--- src/rtl/evtreg_pkg.sv ---
package evtreg_pkg;

    localparam int REG_W  = 16;
    localparam int NUM_EV = 7;

    localparam logic [5:0] ID_CODE = 6'b001100;

    // event index -> register bit
    localparam int EV_SW    = 0;
    localparam int EV_RXDMA = 1;
    localparam int EV_TXRDY = 2;
    localparam int EV_TXUND = 3;
    localparam int EV_RXMIS = 4;
    localparam int EV_RX128 = 5;
    localparam int EV_DEST  = 6;

    localparam int EV_POS [NUM_EV] = '{6, 7, 8, 9, 10, 11, 15};

    function automatic logic [REG_W-1:0] place_events(input logic [NUM_EV-1:0] f);
        logic [REG_W-1:0] v;
        v = '0;
        for (int i = 0; i < NUM_EV; i++) begin
            v[EV_POS[i]] = f[i];
        end
        v[5:0] = ID_CODE;
        return v;
    endfunction

    localparam logic [REG_W-1:0] EV_MASK = place_events('1) & ~{{(REG_W-6){1'b0}}, 6'h3F};

endpackage

--- src/rtl/rx_byte_watch.sv ---
module rx_byte_watch #(
    parameter int THRESH = 128
) (
    input  logic clk,
    input  logic rst_n,
    input  logic sof_i,
    input  logic byte_vld_i,
    output logic hit_o
);
    localparam int CW = $clog2(THRESH + 1);

    typedef struct packed {
        logic [CW-1:0] cnt;
    } watch_st_t;

    watch_st_t st_d, st_q;
    logic [CW-1:0] base;

    always_comb begin
        st_d  = st_q;
        base  = sof_i ? '0 : st_q.cnt;
        hit_o = 1'b0;
        st_d.cnt = base;
        if (byte_vld_i) begin
            if (base == CW'(THRESH - 1)) begin
                hit_o = 1'b1;
            end
            if (base != CW'(THRESH)) begin
                st_d.cnt = base + 1'b1;
            end
        end
    end

    always_ff @(posedge clk or negedge rst_n) begin
        if (!rst_n) begin
            st_q <= '0;
        end else begin
            st_q <= st_d;
        end
    end

    // two hits in a row would mean the count did not saturate
    assert_single_hit_R9: assert property (@(posedge clk) disable iff (!rst_n)
        (hit_o && !sof_i) |=> !(hit_o && !sof_i));

endmodule

--- src/rtl/evt_flag_bank.sv ---
module evt_flag_bank #(
    parameter int NUM = 7
) (
    input  logic           clk,
    input  logic           rst_n,
    input  logic [NUM-1:0] set_i,
    input  logic           clr_i,
    output logic [NUM-1:0] flags_o
);
    typedef struct packed {
        logic [NUM-1:0] flags;
    } bank_st_t;

    bank_st_t st_d, st_q;

    always_comb begin
        st_d = st_q;
        if (clr_i) begin
            st_d.flags = set_i;
        end else begin
            st_d.flags = st_q.flags | set_i;
        end
    end

    always_ff @(posedge clk or negedge rst_n) begin
        if (!rst_n) begin
            st_q <= '0;
        end else begin
            st_q <= st_d;
        end
    end

    assign flags_o = st_q.flags;

    assert_sticky_R3: assert property (@(posedge clk) disable iff (!rst_n)
        !clr_i |=> ((st_q.flags & $past(st_q.flags)) == $past(st_q.flags)));

    assert_clear_keeps_new_R5: assert property (@(posedge clk) disable iff (!rst_n)
        clr_i |=> (st_q.flags == $past(set_i)));

endmodule

--- src/rtl/evt_irq_merge.sv ---
module evt_irq_merge
    import evtreg_pkg::*;
(
    input  logic [REG_W-1:0] value_i,
    input  logic [REG_W-1:0] en_i,
    output logic             irq_o
);
    always_comb begin
        irq_o = |(value_i & en_i & EV_MASK);
    end
endmodule

--- src/rtl/evt_status_reg.sv ---
module evt_status_reg
    import evtreg_pkg::*;
#(
    parameter int RX_THRESH = 128
) (
    input  logic        clk,
    input  logic        rst_n,
    input  logic        rd_stb,
    input  logic [15:0] cfg_en,
    input  logic        ev_sw,
    input  logic        ev_rxdma,
    input  logic        ev_txrdy,
    input  logic        ev_txunder,
    input  logic        ev_rxmiss,
    input  logic        ev_dest,
    input  logic        rx_sof,
    input  logic        rx_byte_vld,
    output logic [15:0] rd_data,
    output logic        irq
);
    logic              rx_hit;
    logic [NUM_EV-1:0] ev_set;
    logic [NUM_EV-1:0] ev_flags;

    rx_byte_watch #(.THRESH(RX_THRESH)) u_watch (
        .clk        (clk),
        .rst_n      (rst_n),
        .sof_i      (rx_sof),
        .byte_vld_i (rx_byte_vld),
        .hit_o      (rx_hit)
    );

    always_comb begin
        ev_set           = '0;
        ev_set[EV_SW]    = ev_sw;
        ev_set[EV_RXDMA] = ev_rxdma;
        ev_set[EV_TXRDY] = ev_txrdy;
        ev_set[EV_TXUND] = ev_txunder;
        ev_set[EV_RXMIS] = ev_rxmiss;
        ev_set[EV_RX128] = rx_hit;
        ev_set[EV_DEST]  = ev_dest;
    end

    evt_flag_bank #(.NUM(NUM_EV)) u_bank (
        .clk     (clk),
        .rst_n   (rst_n),
        .set_i   (ev_set),
        .clr_i   (rd_stb),
        .flags_o (ev_flags)
    );

    assign rd_data = place_events(ev_flags);

    evt_irq_merge u_irq (
        .value_i (rd_data),
        .en_i    (cfg_en),
        .irq_o   (irq)
    );

    // R1 identifier and R2 reserved zeros hold at every edge
    assert_id_reserved_R1: assert property (@(posedge clk) disable iff (!rst_n)
        (rd_data[5:0] == 6'b001100) && (rd_data[14:12] == 3'b000));

    assert_irq_drop_R7: assert property (@(posedge clk) disable iff (!rst_n)
        (rd_stb && !ev_sw && !ev_rxdma && !ev_txrdy && !ev_txunder && !ev_rxmiss
         && !ev_dest && !rx_byte_vld) |=> !irq);

    assert_irq_fall_cause_R6: assert property (@(posedge clk) disable iff (!rst_n)
        $fell(irq) |-> ($past(rd_stb) || ($past(cfg_en) != cfg_en)));

endmodule

--- config.mk ---
export PLATFORM = sky130hd
export DESIGN_NAME = evt_status_reg
export DESIGN_NICKNAME = d
export VERILOG_FILES = /design/src/rtl/evtreg_pkg.sv /design/src/rtl/rx_byte_watch.sv /design/src/rtl/evt_flag_bank.sv /design/src/rtl/evt_irq_merge.sv /design/src/rtl/evt_status_reg.sv
export SDC_FILE = /design/constraint.sdc
export NUM_CORES = 1
export LEC_CHECK = 0
export ABC_AREA = 0
export BUFFER_PORTS_ARGS = -buffer_cell sky130_fd_sc_hd__buf_2
export CORE_MARGIN = 10
export CORE_UTILIZATION = 45
export DETAILED_ROUTE_END_ITERATION = 10
export PLACE_DENSITY = 0.87
export SETUP_SLACK_MARGIN = 0.02
export SYNTH_ARGS = -nofsm -noshare
export SYNTH_HDL_FRONTEND = slang
export SYNTH_SLANG_ARGS = --single-unit
--- constraint.sdc ---
create_clock -name clk -period 3.1 [get_ports clk]
set_input_delay 0.62 -clock clk [delete_from_list [all_inputs] [get_ports clk]]
set_output_delay 0.62 -clock clk [all_outputs]
set_load 0.05 [all_outputs]
## Yosys cells after proc, flatten, opt, wreduce, memory -nomap -nowiden

Index checks and enable logic that the tools add are counted.

| storage, ports and cells | value |
|---|---|
| register bits after elaboration | 15 |
| bits in latches | 0 |
| bits in writable memories | 0 |
| bits in read-only memories | 0 |
| input bits | 27 |
| output and inout bits | 17 |
| logic and storage cells | 14 |
| memories | 0 |

| cells by class | value |
|---|---|
| $add $sub $neg | 1 |
| multipliers | 0 |
| divide/modulo/power cells | 0 |
| magnitude comparators | 0 |
| eq/ne operators | 2 |
| shift operators | 0 |
| muxes and demuxes | 6 |
| bitwise logic cells | 2 |
| reductions and logical operators | 1 |

Operators by type and width:

| operator | count |
|---|---|
| 2-to-1 mux 8 bit | 3 |
| AND 16 bit | 1 |
| adder 8 x 1 -> 8 bit, second input constant | 1 |
| == test 8 x 7 -> 1 bit, second input constant | 1 |
| inequality test 8 bit, second input constant | 1 |
| 2-to-1 mux 7 bit | 1 |
| OR 7 bit | 1 |
| OR reduction 7 bit | 1 |
| 2-to-1 mux 1 bit | 2 |

## Longest topological paths before layout

| depth | value |
|---|---|
| depth after elaboration | 6 |
| mapped depth | 4 |
| gate-level depth less buffers | 3 |

## Modules after synthesis

Synthesis repeated with hierarchy kept, for this count alone.

| unflattened totals | value |
|---|---|
| cell total of the unflattened synthesis | 72 |
| area, all modules | 749.5 um^2 |

By module, submodules not included:

| module | times used | cells each | area each (um^2) | sequential area each (um^2) |
|---|---|---|---|---|
| rx_byte_watch | 1 | 42 | 412.9 | 200.2 |
| evt_flag_bank | 1 | 15 | 231.5 | 175.2 |
| evt_status_reg | 1 | 11 | 75.1 | 0.0 |
| evt_irq_merge | 1 | 4 | 30.0 | 0.0 |

## Least setup slack after synthesis

Ideal clock, no wire load.

| path | value |
|---|---|
| path type | in2out |
| start point | in cfg_en[10] |
| end point | out irq |
| data arrival time | 1.363 ns |
| required time | 2.480 ns |
| setup slack | 1.117 ns |
| cell stages on the path | 2 |
| buffers on the path | 0 |
| cells stage by stage | a222oi_1 nand3_1 |

| between the ends | value |
|---|---|
| word-level cells in the longest chain between the ends | 2 |

Ends and longest elaborated chain:

| what | line | RTL |
|---|---|---|
| start: declaration | evt_status_reg.sv:9 | `input logic [15:0] cfg_en,` |
| AND 16 bit | evt_irq_merge.sv:9 | `irq_o = \|(value_i & en_i & EV_MASK);` |
| OR reduction 7 bit | evt_irq_merge.sv:9 |  |
| end: declaration | evt_status_reg.sv:19 | `output logic irq` |

Every way passes these cells.

## Final worst setup path

Ends and elaborated chain as after synthesis.

==> metrics.md <==
| Metric | Value |
|---|---|
| Ranking of synthesized cells by area | dfrtp_1 48%, buf_4 9.6%, a21o_1 5.8% |
| Worst-path fanout max | 1 |
| Worst Skew | ~0.004 ns |
| Worst Path Required | 2.48 ns |
| Final Non-Filler Cells | 116 |
| CTS resizes | 0 |
| WL final | 1.69 mm |
| Synth Flop Type | dfrtp_1 |
| Fillcell total | 147 |
| GR Util met3 | 4.94% |
| Synthesized area | 778 um2 |
| Worst skew pair latency | 0.28 ns |
| Via density | 5.34 |
| Pre-CTS setup slack | approximately 1.1 ns |
| Post-CTS Setup Bufs | 0 |
| Via count | a little over 600 |
| Die H | 61.6 um |
| Diodes inserted | 0 |
| Largest net degree at the start of global routing | 16 |
| Post-synth top area share | 48.2% |
| DIE AREA | 3790 um2 |
| ANT nets after route | 0 |
| Final setup fails | 0 |
| RD Place Congestion | 0.681 |
| Critical Path Start Type | input port |
| Number of synthesized register bits | 15 |
| Fin worst setup slack | 1.10 ns |
| Clock root cell | clkbuf_4 |
| PwrDens | between 400 and 500 nW/um2 |
| Initial antenna violation count | 0 |
| Setup CP Type | in2out |
| Global route total overflow | 0 |
| Synth-to-layout area growth | 15.4% |
| I/O pin count | 44 |
| Hold_buf cts | 0 |
| Core Region | between 1500 and 2000 um2 |
| Pleak | 0.470 nW |
| Sink Count | 15 |
| Number of enable flip-flop cells after synthesis | 0 |
| Endpoints failing hold | 0 |
| Status | finished, final reports clean |
| Die X | 61.6 um |
| GR Util met1 | about a tenth |
| Detailed Routing Iterations Pass 1 | 4 |
| GR Layer Usage met2 | 13.8% |
| Seq/Total Area, Yosys | 48.2% |
| Async SR Flop Fraction | 100% |
| Post-Synthesis Cells | 75 |
| CTS tree | yes |
| Mapped Avg Cell Area | 10.4 um2 |
| Post-detail-place hpwl | 1.36 mm |
| Max-Cap Viols | 0 |
| Global route hottest layer | met2 |
| Tmin final | 2.00 ns |
| Max Slew Vio Count | 0 |
| GRT Total Usage | 9.35% |
| Fmax | 0.501 GHz |
| Initial Utilization | 49.4% |
| Post-DR wirelength/cell | around 15 um |
| I/O Buffers | 25 |
| Clock-pin slew on the worst setup and hold paths | 0.09 ns |
| Synth Warn # | 0 |
| Nets | around 130 |
| CTS buffer count | 3 |
| End-of-flow core utilization | 57.0% |
| Critical Path AT | around 1.4 ns |
| Count leader, synth | dfrtp_1 |
| CTS H-Tree Depth | 1 |
| Synth area leader | dfrtp_1 |
| DRC Markers | 0 |
| Std cell rows | 14 |
| Drt initial violations | 23 |
| Hold crit path type | in2async |
| Share of layout cells above drive strength 1 | 33.0% |
| Commonest cells in the netlist | 15 x dfrtp_1, 10 x buf_4, 6 x a21o_1, 6 x nor2_1 |
| Bufs on Longest Clock Path | 2 |
| Setup TNS | 0 ns |
| Vias in the first global route | a little under 600 |
| Distinct cells, synth | 31 |
| First-pass GRT wire length | 2.68 mm |
| RSZ-0062 raised after global routing | false |
| VDD IR-drop max | 0.260 mV |
| Crit path capture type | primary output |
| Period utilisation layout | 64.4% |
| Placed cells | 112 |
==> power breakdown <==
group	internal, W	leakage (nW)	switching (W)
combinational	0.0000241	0.265	0.0000671
clock	0.0000479	0.0177	0.0000611
sequential	0.000204	0.188	0.00000783
total	0.000276	0.470	0.000136
==> registers in the layout, indices dropped and copies added, names as in the netlist <==
name,cells
u_watch.st_q,8
u_bank.flags_o,7
==> per-layer routing <==
layer	up-vias	routed length [um]
met2	31	710
li1	289	-
met4	0	29
met5	-	0
met1	296	634
met3	4	318
==> cell type report <==
cell class / count / area, um2 / share of cell area [%]
multi-input combinational: 53 / 339 / 37.7
sequential: 15 / 375 / 41.8
clock inverter: 1 / 5.00 / 0.557
tap: 16 / 20.0 / 2.23
clock buffer: 3 / 22.5 / 2.51
timing repair buffer: 25 / 125 / 13.9
inverter: 3 / 11.3 / 1.25
==> cells by family after synthesis <==
kind of cell    share of synthesized area (%)
simple gates                             17.0
compound gates                           15.6
flops                                    48.2
buf+inv                                  11.6
xor+xnor                                 3.38
mux                                      3.21
other cells                             0.965
==> path summary, 6_finish.rpt <==
path	start	end	slack, ns	cells past startpoint
max	cfg_en[10]	irq	1.10	4
min	rst_n	u_bank.flags_o[5]	0.23	1
max reg2reg	u_watch.st_q[6]	u_watch.st_q[0]	1.77	3
min reg2reg	u_bank.flags_o[0]	u_bank.flags_o[0]	0.51	1
max in group asynchronous	rst_n	u_watch.st_q[4]	2.62	1
min in group clk	u_bank.flags_o[0]	u_bank.flags_o[0]	0.51	1
==> critical path, stage by stage <==
cell and delay, ns:
buf_2 0.10, a222oi_1 0.33, nand3_1 0.10, buf_2 0.23
==> placed cells by master, fill, tap and decap left out, drive strengths merged, types with 2 or more instances in the layout <==
master / n
or2: 2
a22oi: 2
nor2b: 2
buf: 25
nand3: 4
xor2: 2
dfrtp: 15
nor2: 6
a21o: 6
clkbuf: 3
inv: 3
conb: 9
nand2: 2
o21ai: 2
==> metrics by stage <==
stage | hold WS, ns | cell area, um2 | total power (W)
after floorplan | 0.324 | 805 | 0.000290
after global placement | 0.480 | 871 | 0.000305
after detailed placement | 0.492 | 871 | 0.000307
after CTS | 0.224 | 898 | 0.000419
after global routing | 0.227 | 898 | 0.000437
final | 0.225 | 898 | 0.000412
No activity file was read; power rests on OpenSTA's default activity.
